## src/rtl/aux_sched_pkg.sv

```systemverilog
package aux_sched_pkg;
    localparam int CH_W    = 3;
    localparam int DLY_W   = 4;
    localparam int RATE_W  = 2;
    localparam int PWR_W   = 2;
    localparam int PACE_W  = 3;

    localparam logic [DLY_W-1:0] HOLD_CODE = '1;

    localparam logic [CH_W-1:0] CH_NONE  = 3'd0;
    localparam logic [CH_W-1:0] CH_AUX   = 3'd1;
    localparam logic [CH_W-1:0] CH_BATT  = 3'd2;
    localparam logic [CH_W-1:0] CH_SHR_A = 3'd3;
    localparam logic [CH_W-1:0] CH_SHR_B = 3'd4;

    typedef enum logic {ST_IDLE, ST_SETTLE} conv_state_e;

    typedef struct packed {
        logic            busy;
        logic [CH_W-1:0] tag;
    } res_slot_t;

    function automatic logic chan_ok(input logic [CH_W-1:0] c);
        return (c >= CH_AUX) && (c <= CH_SHR_B);
    endfunction

    // frames between continuous strobes, minus one
    function automatic logic [PACE_W-1:0] pace_reload(input logic [RATE_W-1:0] r);
        case (r)
            2'd0:    return 3'd0;
            2'd1:    return 3'd1;
            2'd2:    return 3'd3;
            default: return 3'd5;
        endcase
    endfunction
endpackage

```

## src/rtl/aux_rate_pacer.sv

```systemverilog
module aux_rate_pacer
    import aux_sched_pkg::*;
(
    input  logic              clk,
    input  logic              rst,
    input  logic              tick,
    input  logic              pwr_on,
    input  logic              hold,
    input  logic              cont_en,
    input  logic              start_evt,
    input  logic [RATE_W-1:0] rate_code,
    output logic              pace_ok
);
    logic [PACE_W-1:0] frames_left;

    assign pace_ok = !hold || (frames_left == '0);

    always_ff @(posedge clk) begin
        if (rst || !pwr_on) begin
            frames_left <= '0;
        end else if (tick) begin
            if (start_evt && hold && cont_en)
                frames_left <= pace_reload(rate_code);
            else if (frames_left != '0)
                frames_left <= frames_left - 1'b1;
        end
    end
endmodule

```

## src/rtl/aux_conv_fsm.sv

```systemverilog
module aux_conv_fsm
    import aux_sched_pkg::*;
(
    input  logic             clk,
    input  logic             rst,
    input  logic             tick,
    input  logic             pwr_on,
    input  logic             hold,
    input  logic             cont_en,
    input  logic             poll_req,
    input  logic             pace_ok,
    input  logic             rv_busy,
    input  logic [CH_W-1:0]  chan_sel,
    input  logic [DLY_W-1:0] delay_code,
    output logic             start_evt,
    output logic             strobe_evt,
    output logic [CH_W-1:0]  strobe_tag,
    output logic [CH_W-1:0]  cur_tag,
    output logic             settling
);
    conv_state_e      state;
    logic [DLY_W-1:0] settle_left;
    logic             poll_pend;
    logic             sel_batt;
    logic             fast;
    logic             want;
    logic             can_start;

    always_comb begin
        sel_batt = (chan_sel == CH_BATT);
        fast     = hold && !sel_batt;
        if (cont_en)
            want = fast ? pace_ok : (pace_ok && !rv_busy);
        else
            want = poll_pend && !rv_busy;
        can_start  = tick && pwr_on && (state == ST_IDLE) && want;
        start_evt  = can_start && chan_ok(chan_sel);
        strobe_evt = tick && pwr_on &&
                     ((start_evt && fast) || ((state == ST_SETTLE) && (settle_left == '0)));
        strobe_tag = (state == ST_SETTLE) ? cur_tag : chan_sel;
        settling   = (state == ST_SETTLE);
    end

    always_ff @(posedge clk) begin
        if (rst || !pwr_on) begin
            state       <= ST_IDLE;
            settle_left <= '0;
            poll_pend   <= 1'b0;
            cur_tag     <= CH_NONE;
        end else begin
            if (can_start)
                poll_pend <= poll_req;
            else if (poll_req)
                poll_pend <= 1'b1;

            if (tick) begin
                case (state)
                    ST_IDLE: begin
                        if (start_evt && !fast) begin
                            state       <= ST_SETTLE;
                            settle_left <= hold ? '0 : delay_code;
                            cur_tag     <= chan_sel;
                        end
                    end
                    ST_SETTLE: begin
                        if (settle_left == '0)
                            state <= ST_IDLE;
                        else
                            settle_left <= settle_left - 1'b1;
                    end
                    default: state <= ST_IDLE;
                endcase
            end
        end
    end
endmodule

```

## src/rtl/aux_result_stage.sv

```systemverilog
module aux_result_stage
    import aux_sched_pkg::*;
(
    input  logic            clk,
    input  logic            rst,
    input  logic            tick,
    input  logic            pwr_on,
    input  logic            strobe_evt,
    input  logic [CH_W-1:0] strobe_tag,
    output logic            sample_strobe,
    output logic            res_valid,
    output logic [CH_W-1:0] res_chan,
    output logic            rv_busy,
    output logic [CH_W-1:0] rv_tag
);
    res_slot_t slot;

    assign rv_busy = slot.busy;
    assign rv_tag  = slot.tag;

    always_ff @(posedge clk) begin
        if (rst || !pwr_on) begin
            slot          <= '0;
            sample_strobe <= 1'b0;
            res_valid     <= 1'b0;
            res_chan      <= CH_NONE;
        end else begin
            sample_strobe <= strobe_evt;
            res_valid     <= tick && slot.busy;
            res_chan      <= (tick && slot.busy) ? slot.tag : CH_NONE;
            if (tick) begin
                slot.busy <= strobe_evt;
                if (strobe_evt)
                    slot.tag <= strobe_tag;
            end
        end
    end
endmodule

```

## src/rtl/aux_conv_sched.sv

```systemverilog
module aux_conv_sched
    import aux_sched_pkg::*;
(
    input  logic              clk,
    input  logic              rst,
    input  logic              frame_tick,
    input  logic [PWR_W-1:0]  power_mode,
    input  logic              cont_en,
    input  logic              poll_req,
    input  logic [CH_W-1:0]   chan_sel,
    input  logic [DLY_W-1:0]  delay_code,
    input  logic [RATE_W-1:0] rate_code,
    output logic [CH_W-1:0]   adc_mux,
    output logic              sample_strobe,
    output logic              batt_div_en,
    output logic              pen_det_en,
    output logic              res_valid,
    output logic [CH_W-1:0]   res_chan
);
    logic            pwr_on;
    logic            hold;
    logic            pace_ok;
    logic            start_evt;
    logic            strobe_evt;
    logic [CH_W-1:0] strobe_tag;
    logic [CH_W-1:0] cur_tag;
    logic            settling;
    logic            rv_busy;
    logic [CH_W-1:0] rv_tag;

    assign pwr_on     = (power_mode != '0);
    assign hold       = (delay_code == HOLD_CODE);
    assign pen_det_en = pwr_on;

    aux_rate_pacer u_pacer (
        .clk       (clk),
        .rst       (rst),
        .tick      (frame_tick),
        .pwr_on    (pwr_on),
        .hold      (hold),
        .cont_en   (cont_en),
        .start_evt (start_evt),
        .rate_code (rate_code),
        .pace_ok   (pace_ok)
    );

    aux_conv_fsm u_fsm (
        .clk        (clk),
        .rst        (rst),
        .tick       (frame_tick),
        .pwr_on     (pwr_on),
        .hold       (hold),
        .cont_en    (cont_en),
        .poll_req   (poll_req),
        .pace_ok    (pace_ok),
        .rv_busy    (rv_busy),
        .chan_sel   (chan_sel),
        .delay_code (delay_code),
        .start_evt  (start_evt),
        .strobe_evt (strobe_evt),
        .strobe_tag (strobe_tag),
        .cur_tag    (cur_tag),
        .settling   (settling)
    );

    aux_result_stage u_result (
        .clk           (clk),
        .rst           (rst),
        .tick          (frame_tick),
        .pwr_on        (pwr_on),
        .strobe_evt    (strobe_evt),
        .strobe_tag    (strobe_tag),
        .sample_strobe (sample_strobe),
        .res_valid     (res_valid),
        .res_chan      (res_chan),
        .rv_busy       (rv_busy),
        .rv_tag        (rv_tag)
    );

    always_comb begin
        batt_div_en = pwr_on && ((settling && (cur_tag == CH_BATT)) ||
                                 (rv_busy && (rv_tag == CH_BATT)));
        if (!pwr_on)
            adc_mux = CH_NONE;
        else if (hold)
            adc_mux = chan_sel;
        else if (settling)
            adc_mux = cur_tag;
        else if (rv_busy)
            adc_mux = rv_tag;
        else
            adc_mux = CH_NONE;
    end
endmodule

```

## config.mk

```make
export PLATFORM = sky130hd
export DESIGN_NAME = aux_conv_sched
export DESIGN_NICKNAME = d
export VERILOG_FILES = /design/src/rtl/aux_sched_pkg.sv /design/src/rtl/aux_rate_pacer.sv /design/src/rtl/aux_conv_fsm.sv /design/src/rtl/aux_result_stage.sv /design/src/rtl/aux_conv_sched.sv
export SDC_FILE = /design/constraint.sdc
export NUM_CORES = 1
export LEC_CHECK = 0
export BUFFER_PORTS_ARGS = -buffer_cell sky130_fd_sc_hd__clkbuf_2
export CAP_MARGIN = 20
export CORE_ASPECT_RATIO = 1.1
export CORE_UTILIZATION = 58
export DETAILED_ROUTE_END_ITERATION = 6
export PLACE_DENSITY = 0.86
export SLEW_MARGIN = 20
export SYNTH_ARGS = -nofsm -noshare
export SYNTH_HDL_FRONTEND = slang
export SYNTH_SLANG_ARGS = --single-unit
```

## constraint.sdc

```tcl
create_clock -name clk -period 4.8 [get_ports clk]
set_input_delay 0.96 -clock clk [delete_from_list [all_inputs] [get_ports clk]]
set_output_delay 0.96 -clock clk [all_outputs]
set_load 0.02 [all_outputs]
```

==> flow_summary.json, run 1 <==
{
  "outcome": "finished clean",
  "critical-path-max-stage-delay_ns": 0.26,
  "synth_cell_types": 41,
  "grt.overflow.total": 0,
  "p_int_mw": 0.2379,
  "tns_ns": 0,
  "cp_max_fo": 10,
  "setup_viol": 0,
  "htree_levels": 1,
  "die_h_um": 51.01,
  "fin_crit_sh_pct": 57.71,
  "avgSynthCellArea_um2": 8.169,
  "io_pins": 26,
  "n_antenna_cell": 0,
  "hold_buffers": 0,
  "drc": 0,
  "crit_top_cell": "clkbuf_2",
  "drt-initial-drc-count": 31,
  "globalplace.congestion": 0.8318,
  "final_cell_mix": "clkbuf_2 (25), dfxtp_1 (21), nand2_1 (18)",
  "cts_buffers": 3,
  "core_um2": 2042,
  "clkPwrFrac_pct": 26.3,
  "syn_area_um2": 1266,
  "grt_max_degree": 17,
  "slowest_stage": "nand4_2",
  "fp.dieW_um": 46.55,
  "crit_chain": "clkbuf_2, nand4_2, o21ai_0, nor2_1, clkbuf_2",
  "finalHoldViolCount": 0,
  "end_kind": "output port",
  "grt_pass1_wl_um": 4974,
  "cts-resized-gates": 0,
  "arrival_ns": 1.81,
  "grt_use_total_pct": 28.52,
  "via_per_inst": 6.144,
  "syn-num-nets": 174,
  "fin_crit_ns": 2.770,
  "power_density_nw_per_um2": 237.8,
  "seqPwrFrac_pct": 53.9,
  "hold_slack_ns": 0.4743,
  "clock_insertion_delay_worst_skew_ns": 0.31,
  "cts.path.max_buffers": 2,
  "final_common_cell": "clkbuf_2",
  "fillers": 162,
  "clock_sinks": 21,
  "required_ns": 3.84,
  "antenna_found_initial": 0,
  "finalWirelength_um": 2942,
  "fin_util_pct": 70.34,
  "wl_per_cell_um": 14.14,
  "pwr-share-comb_pct": 19.8,
  "portBuffers": 25,
  "finClkSkew_ns": 0.002873,
  "ys_ff_latch": 21,
  "slew_violations": 0,
  "crit_type": "primary input to output port",
  "syn_to_final_growth_pct": 13.44,
  "switching_share_pct": 30.35,
  "vias": 1278,
  "ys_seq_area_share_pct": 33.20,
  "clkSlewWorstSetupHoldPaths_ns": 0.12,
  "peakVddDrop_mv": 0.1579,
  "hold_class": "flop to flop",
  "first_pass_iters": 4,
  "syn_inst": 155,
  "dieArea_um2": 2374,
  "maxCapViolations": 0,
  "grt_pass1_vias": 1199,
  "cts-root-buf": "clkbuf_4",
  "cts_tree": "built",
  "hpwlAfterDp_um": 2285,
  "fmax_ghz": 0.3610,
  "switching_power_mw": 0.1037,
  "layout.nets": 200,
  "drive_above_1_share_pct": 21.11,
  "tightest_slew_ns": 0.5990,
  "leakage_nw": 0.5700,
  "rsz0062_at_grt": "false",
  "cts_setup_buffers": 0,
  "slew_headroom_pct": 60.01,
  "crit_path_start_kind": "primary input",
  "start_util_pct": 62.01,
  "synth_warnings": 0,
  "fp-row-count": 17,
  "final_antenna_net_count": 0
}
[layer usage]
metal / routed length, um / track usage, %
met2: 1600 / 50.23
met5: 0 / 0
met4: 39 / 11.76
met3: 137 / 4.947
met1: 1165 / 32.24
[through the flow]
step / power [mW] / cell area, um^2 / worst slack, ns / cells
finish: 0.3415 / 1436 / 2.030 / 208
global route: 0.3590 / 1436 / 1.909 / 208
CTS: 0.3425 / 1436 / 2.027 / 208
detailed placement: 0.2551 / 1410 / 2.032 / 204
global placement: 0.2516 / 1410 / 2.081 / 204
floorplan: 0.2336 / 1266 / 2.165 / 155
[cell usage after synthesis (all sizes together)]
cell type | n | share of area, %
o2111ai | 1 | 1.2
o2111a | 1 | 0.89
nor2b | 3 | 1.5
and2 | 3 | 1.5
nand2 | 18 | 5.3
o31a | 2 | 1.4
a211oi | 5 | 4.0
nor3b | 1 | 0.59
a21oi | 15 | 5.9
mux2 | 2 | 1.8
ha | 3 | 3.0
or3b | 1 | 0.89
a221oi | 2 | 1.4
a31oi | 3 | 1.5
xor2 | 1 | 0.69
nand4 | 2 | 1.5
nand3 | 4 | 2.0
o21ai | 8 | 3.2
dfxtp | 21 | 33
o21bai | 4 | 2.4
o32ai | 1 | 0.69
clkbuf | 3 | 0.89
and4 | 1 | 0.69
a311oi | 2 | 1.4
mux2i | 3 | 2.4
nand2b | 4 | 2.0
a2111oi | 1 | 2.2
nor3 | 6 | 2.4
nor4bb | 1 | 0.79
a31o | 1 | 0.69
o211ai | 2 | 1.2
xnor2 | 1 | 0.69
and3 | 3 | 1.5
nor2 | 12 | 3.6
buf | 1 | 0.39
inv | 11 | 3.3
and4bb | 1 | 0.99
a311o | 1 | 0.79
[registers in the layout (all words and copies together), names as in the netlist]
signal	count
u_fsm.settle_left	4
u_fsm.cur_tag	3
u_pacer.frames_left	3
u_result.res_chan	3
u_result.rv_tag	3
u_fsm.poll_pend	1
u_fsm.settling	1
u_result.res_valid	1
u_result.rv_busy	1
u_result.sample_strobe	1
[cells by family after synthesis]
group | Yosys count | share of synthesized area, %
AOI/OAI and AO/OA | 49 | 28.66
buffers and inverters | 15 | 4.545
adders and majority gates | 3 | 2.965
DFF | 21 | 33.20
and+or+nand+nor | 60 | 25.10
muxes | 5 | 4.150
xor gates and xnor gates | 2 | 1.384
[worst paths after layout]
path	start	to	slack, ns	cells after the start
worst max register to register	u_pacer.frames_left[0]$_SDFFE_PP0P_	u_result.rv_tag[2]$_SDFFE_PP0P_	2.69	8
worst min-delay path	u_fsm.cur_tag[1]$_SDFFE_PP0P_	u_fsm.cur_tag[1]$_SDFFE_PP0P_	0.47	2
worst max-delay path	delay_code[0]	adc_mux[0]	2.03	5
worst min register to register	u_fsm.cur_tag[1]$_SDFFE_PP0P_	u_fsm.cur_tag[1]$_SDFFE_PP0P_	0.47	2
[area by class of cell]
cell class | instances | area [um^2] | share of cell area, %
Multi-Input combinational cell | 119 | 788.3 | 54.88
Sequential cell | 21 | 420.4 | 29.27
Timing Repair Buffer | 25 | 125.1 | 8.711
Inverter | 11 | 41.29 | 2.875
Tap cell | 28 | 35.03 | 2.439
Clock buffer | 4 | 26.28 | 1.829
[power by group through the flow]
| stage | Clock [mW] | Sequential, mW | Combinational [mW] |
|---|---|---|---|
| 2_1_floorplan | 0 | 0.186 | 0.0476 |
| 3_3_place_gp | 0 | 0.188 | 0.0640 |
| 3_5_place_dp | 0 | 0.188 | 0.0671 |
| 4_1_cts | 0.0910 | 0.184 | 0.0674 |
| 5_1_grt | 0.0988 | 0.185 | 0.0753 |
| 6_report | 0.0898 | 0.184 | 0.0676 |
[worst max-delay path: cells and delay by family]
| family | cells | cell delay (ns) |
|---|---|---|
| buffers and inverters | 2 | 0.27 |
| and+or+nand+nor | 2 | 0.32 |
| AOI/OAI and AO/OA | 1 | 0.25 |
Power figures use the tool's default switching activity.
==> run 2: changes to the inputs <==
--- a/config.mk
+++ b/config.mk
@@ -5,12 +5,13 @@
 export SDC_FILE = /design/constraint.sdc
 export NUM_CORES = 1
 export LEC_CHECK = 0
+export ABC_AREA = 1
 export BUFFER_PORTS_ARGS = -buffer_cell sky130_fd_sc_hd__clkbuf_2
 export CAP_MARGIN = 20
 export CORE_ASPECT_RATIO = 1.1
-export CORE_UTILIZATION = 58
+export CORE_UTILIZATION = 53
 export DETAILED_ROUTE_END_ITERATION = 6
-export PLACE_DENSITY = 0.86
+export PLACE_DENSITY = 0.79
 export SLEW_MARGIN = 20
 export SYNTH_ARGS = -nofsm -noshare
 export SYNTH_HDL_FRONTEND = slang
==> constraint.sdc (replaced) <==
create_clock -name clk -period 2.6 [get_ports clk]
set_input_delay 0.52 -clock clk [delete_from_list [all_inputs] [get_ports clk]]
set_output_delay 0.52 -clock clk [all_outputs]
set_load 0.02 [all_outputs]
==> flow_summary.json, run 2 <==
{
  "synth_cell_types": 24,
  "hold_class": "primary input to flop",
  "dieArea_um2": 2606,
  "yosys-top-cells-area": "dfxtp_1 (33%), nand2_1 (11%), nor2_1 (9.4%), a21oi_1 (8.2%), inv_1 (8.2%)",
  "drive_above_1_share_pct": 21.82,
  "finClkSkew_ns": 0.008330,
  "peakVddDrop_mv": 0.3804,
  "setup_viol": 0,
  "layout.nets": 240,
  "leakage_nw": 0.6980,
  "crit_type": "flop to output port",
  "cts_buffers": 3,
  "finalWirelength_um": 2681,
  "slowest_stage": "dfxtp_1",
  "start_util_pct": 56.61,
  "slew_headroom_pct": 73.29,
  "dpl_worst_slack_ns": 0.6616,
  "required_ns": 2.08,
  "final_cell_mix": "nand2_1 (38), nor2_1 (32), inv_1 (28)",
  "fmax_ghz": 0.4323,
  "synth_common_cells": "nand2_1 (38), nor2_1 (32), inv_1 (28)",
  "ys_async_sr_fraction_pct": 0,
  "cts_tree": "built",
  "cts-root-buf": "clkbuf_4",
  "antenna_found_initial": 0,
  "pwr-share-comb_pct": 20.8,
  "slew_violations": 0,
  "cp_max_fo": 10,
  "n_antenna_cell": 0,
  "clkPwrFrac_pct": 25.8,
  "wl_per_cell_um": 10.72,
  "tns_ns": 0,
  "syn_area_um2": 1275,
  "synth_ff_type": "dfxtp_1",
  "via_per_inst": 5.140,
  "synth_most_common_cell": "nand2_1",
  "switching_power_mw": 0.1922,
  "cts_setup_buffers": 0,
  "p_int_mw": 0.4375,
  "maxCapViolations": 0,
  "largest_reg_flops": 4,
  "first_pass_iters": 4,
  "top_register": "u_fsm.settle_left",
  "finalHoldViolCount": 0,
  "yosysTopAreaCell": "dfxtp_1",
  "final_common_cell": "nand2_1",
  "crit_path_start_kind": "flop",
  "end_kind": "output port",
  "synth_edf_count": 0,
  "tightest_slew_ns": 0.4001,
  "rrSetupSlack_ns": 0.85,
  "core_um2": 2252,
  "globalplace.congestion": 0.8565,
  "crit_chain": "clkinv_1, a31oi_1, a21oi_1, clkbuf_2",
  "fin_ws_ns": 0.2868,
  "seqPwrFrac_pct": 53.4,
  "io_pins": 26,
  "syn_inst": 193,
  "grt_pass1_wl_um": 4747,
  "hold_path_depth": 2,
  "syn-num-nets": 212,
  "fp.dieW_um": 48.77,
  "synth_warnings": 0,
  "htree_levels": 1,
  "switching_share_pct": 30.52,
  "cts-resized-gates": 0,
  "drc": 0,
  "grt_max_degree": 13,
  "final_antenna_net_count": 0,
  "fin_crit_sh_pct": 88.97,
  "critical-path-max-stage-delay_ns": 0.59,
  "clock_sinks": 21,
  "hold_buffers": 0,
  "fp-row-count": 18,
  "die_h_um": 53.44,
  "grt_use_total_pct": 23.74,
  "avgSynthCellArea_um2": 6.606,
  "vias": 1285,
  "clkSlewWorstSetupHoldPaths_ns": 0.13,
  "fin_crit_ns": 2.313,
  "ys_ff_latch": 21,
  "cts.path.max_buffers": 2,
  "rsz0062_at_grt": "false",
  "ys_seq_area_share_pct": 32.97,
  "hpwlAfterDp_um": 2097,
  "r2r_cells": 12,
  "fillers": 220,
  "clock_insertion_delay_worst_skew_ns": 0.31,
  "arrival_ns": 1.79,
  "portBuffers": 25,
  "grt.overflow.total": 0,
  "drt-initial-drc-count": 25,
  "grt_pass1_vias": 1234,
  "outcome": "finished clean",
  "power_density_nw_per_um2": 434.6,
  "synth_top_area_share_pct": 32.97,
  "syn_to_final_growth_pct": 13.64
}
run 2: cell count changes after synthesis, sizes merged, moves of 4 or more:
cell,change
a211oi,-4
a21oi,+6
inv,+19
nand2,+28
nand2b,-4
nand3,+9
nor2,+24
o21ai,+4
o21bai,-4
run 2: power by group through the flow:
stage / clock, mW / combinational (mW) / sequential [mW]
floorplan: 0 / 0.0986 / 0.342
global placement: 0 / 0.125 / 0.344
detailed placement: 0 / 0.130 / 0.344
CTS: 0.166 / 0.131 / 0.337
global route: 0.172 / 0.150 / 0.338
finish: 0.162 / 0.131 / 0.337
run 2: final timing paths:
check | end | start
setup / recovery | adc_mux[0] | u_fsm.settling$_SDFFE_PP0P_
hold / removal | u_result.sample_strobe$_SDFF_PP0_ | rst
setup reg to reg | u_pacer.frames_left[0]$_SDFFE_PP0P_ | u_pacer.frames_left[0]$_SDFFE_PP0P_
hold reg to reg | u_result.res_chan[1]$_SDFF_PP0_ | u_result.rv_tag[1]$_SDFFE_PP0P_
run 2: routing by layer:
metal / vias up / part of all wire [%] / global-route usage, %
met3: 2 / 5.0 / 3.736
met1: 574 / 43 / 25.39
met4: 0 / 0.60 / 8.333
met2: 42 / 51 / 47.22
met5: - / 0 / 0
li1: 667 / - / -
run 2: through the flow:
stage | instances | area, um^2 | hold slack, ns | util [%] | total power, mW
detailed placement | 246 | 1421 | 0.4356 | 63.11 | 0.4742
global placement | 246 | 1421 | 0.4365 | 63.11 | 0.4686
finish | 250 | 1449 | 0.3695 | 64.33 | 0.6298
global route | 250 | 1449 | 0.3718 | 64.33 | 0.6598
floorplan | 193 | 1275 | 0.4213 | - | 0.4403
CTS | 250 | 1449 | 0.3632 | 64.33 | 0.6344
run 2: cell type report:
cell class	count	area, um^2	area share [%]
clock buffer	3	22.52	1.554
inverter	31	118.9	8.204
sequential	21	420.4	29.02
clock inverter	1	5.005	0.3454
multi-input combinational	138	711.9	49.14
tap	30	37.54	2.591
timing repair buffer	26	132.6	9.154
run 2: cells by family (layout without fill, tap and decap cells):
family	after synthesis	after routing	synth area share, %
buffers and inverters	34	61	11.19
xor gates and xnor gates	1	1	1.276
adders and majority gates	3	3	2.944
AOI/OAI and AO/OA	36	36	14.52
DFF	21	21	32.97
and+or+nand+nor	98	98	37.09
run 2: worst max-delay path: cells and delay by family, from the launching register on:
| family | cells | cell delay (ns) |
|---|---|---|
| compound gates | 2 | 0.37 |
| flops | 1 | 0.59 |
| buf+inv | 2 | 0.52 |
==> run 3: changes to the inputs <==
--- a/config.mk
+++ b/config.mk
@@ -7,7 +7,7 @@
 export LEC_CHECK = 0
 export ABC_AREA = 1
 export BUFFER_PORTS_ARGS = -buffer_cell sky130_fd_sc_hd__clkbuf_2
-export CAP_MARGIN = 20
+export CAP_MARGIN = 10
 export CORE_ASPECT_RATIO = 1.1
 export CORE_UTILIZATION = 53
 export DETAILED_ROUTE_END_ITERATION = 6
==> constraint.sdc (replaced) <==
create_clock -name clk -period 2.6 [get_ports clk]
set_input_delay 0.52 -clock clk [delete_from_list [all_inputs] [get_ports clk]]
set_output_delay 0.52 -clock clk [all_outputs]
set_load 0.005 [all_outputs]
==> flow_summary.json, run 3 (synthesis results as in run 2) <==
{
  "via_per_inst": 5.072,
  "grt_pass1_wl_um": 4581,
  "cts-resized-gates": 0,
  "htree_levels": 1,
  "grtUsageMet2_pct": 45.37,
  "fp.dieW_um": 48.77,
  "pwr-share-comb_pct": 20.6,
  "cp_max_fo": 10,
  "final-seq-area_um2": 420.4,
  "syn_to_final_growth_pct": 13.64,
  "slowest_stage": "dfxtp_1",
  "drc": 0,
  "cts_tree": "built",
  "fin_util_pct": 64.33,
  "finalWirelength_um": 2722,
  "crit_chain": "clkinv_1, a31oi_1, a21oi_1, clkbuf_2",
  "first_pass_iters": 4,
  "arrival_ns": 1.73,
  "globalplace.congestion": 0.8444,
  "multi_input_area_um2": 711.9,
  "fin_crit_ns": 2.248,
  "layout.nets": 240,
  "vias": 1268,
  "antenna_found_initial": 0,
  "seqPwrFrac_pct": 53.7,
  "cts_setup_buffers": 0,
  "tns_ns": 0,
  "slew_violations": 0,
  "tightest_slew_ns": 0.3934,
  "n_antenna_cell": 0,
  "final_cell_mix": "nand2_1 (38), nor2_1 (32), inv_1 (28)",
  "grt_max_degree": 13,
  "peakVddDrop_mv": 0.2748,
  "grt_use_total_pct": 22.76,
  "fin_crit_sh_pct": 86.48,
  "hold_buffers": 0,
  "grt.overflow.total": 0,
  "clkSlewWorstSetupHoldPaths_ns": 0.13,
  "busiest_layer": "met2",
  "power_density_nw_per_um2": 432.9,
  "dieArea_um2": 2606,
  "leakage_nw": 0.6980,
  "crit_type": "flop to output port",
  "hold_slack_ns": 0.3610,
  "switching_power_mw": 0.1899,
  "cts.path.max_buffers": 2,
  "cts-root-buf": "clkbuf_4",
  "setup_viol": 0,
  "cts_buffers": 3,
  "io_pins": 26,
  "crit_path_start_kind": "flop",
  "maxCapViolations": 0,
  "largest_reg_flops": 4,
  "fmax_ghz": 0.4448,
  "switching_share_pct": 30.28,
  "top_register": "u_fsm.settle_left",
  "start_util_pct": 56.61,
  "portBuffers": 25,
  "rsz0062_at_grt": "false",
  "r2r_cells": 11,
  "fp-row-count": 18,
  "die_h_um": 53.44,
  "clkPwrFrac_pct": 25.8,
  "grt_util_met1_pct": 23.71,
  "hold_path_depth": 2,
  "wl_per_cell_um": 10.89,
  "drt-initial-drc-count": 26,
  "final_common_cell": "nand2_1",
  "end_kind": "output port",
  "clock_insertion_delay_worst_skew_ns": 0.31,
  "finClkSkew_ns": 0.007586,
  "critical-path-max-stage-delay_ns": 0.57,
  "grt_use_met3_pct": 3.736,
  "p_int_mw": 0.4374,
  "slew_headroom_pct": 73.68,
  "clock_sinks": 21,
  "outcome": "finished clean",
  "drive_above_1_share_pct": 21.82,
  "grt_pass1_vias": 1198,
  "hpwlAfterDp_um": 2190,
  "finalHoldViolCount": 0,
  "final_antenna_net_count": 0,
  "core_um2": 2252,
  "required_ns": 2.08,
  "hold_class": "primary input to flop",
  "fillers": 228
}
run 3: final timing paths:
check                                 startpoint                                  end  slack [ns]
max                  u_fsm.settling$_SDFFE_PP0P_                           adc_mux[0]        0.35
min                                          rst    u_result.sample_strobe$_SDFF_PP0_        0.36
max reg2reg  u_pacer.frames_left[0]$_SDFFE_PP0P_  u_pacer.frames_left[2]$_SDFFE_PP0P_        0.84
min reg2reg      u_result.rv_tag[1]$_SDFFE_PP0P_      u_result.res_chan[1]$_SDFF_PP0_        0.46
run 3: power groups by stage:
| stage | clock (mW) | sequential [mW] | combinational (mW) |
|---|---|---|---|
| global placement | 0 | 0.344 | 0.124 |
| detailed placement | 0 | 0.344 | 0.129 |
| CTS | 0.167 | 0.337 | 0.130 |
| finish | 0.162 | 0.337 | 0.129 |
| global route | 0.173 | 0.338 | 0.146 |
| floorplan | 0 | 0.342 | 0.0963 |
run 3: cell type report:
type,count,area share [%]
Multi-Input combinational cell,138,49.14
Sequential cell,21,29.02
Timing Repair Buffer,26,9.154
Inverter,31,8.204
Tap cell,30,2.591
Clock buffer,3,1.554
Clock inverter,1,0.3454
run 3: worst max-delay path: cells and delay by family (launching register included):
family | cells | cell delay (ns)
AO/OA/AOI/OAI | 2 | 0.39
flip-flops | 1 | 0.57
buffers and inverters | 2 | 0.47
run 3: per-stage QoR:
step                setup WS (ns)  power [mW]  cells  area, um^2
CTS                        0.3824      0.6338    250        1449
floorplan                  0.9792      0.4379    193        1275
finish                     0.3516      0.6273    250        1449
global route               0.2473      0.6569    250        1449
detailed placement         0.6674      0.4731    246        1421
global placement           0.7390      0.4673    246        1421
run 3: routing by layer:
layer / part of all wire [%] / up-vias
met1: 43 / 567
met3: 3.4 / 6
met4: 2.0 / 0
met2: 51 / 31
met5: 0 / -
li1: - / 664
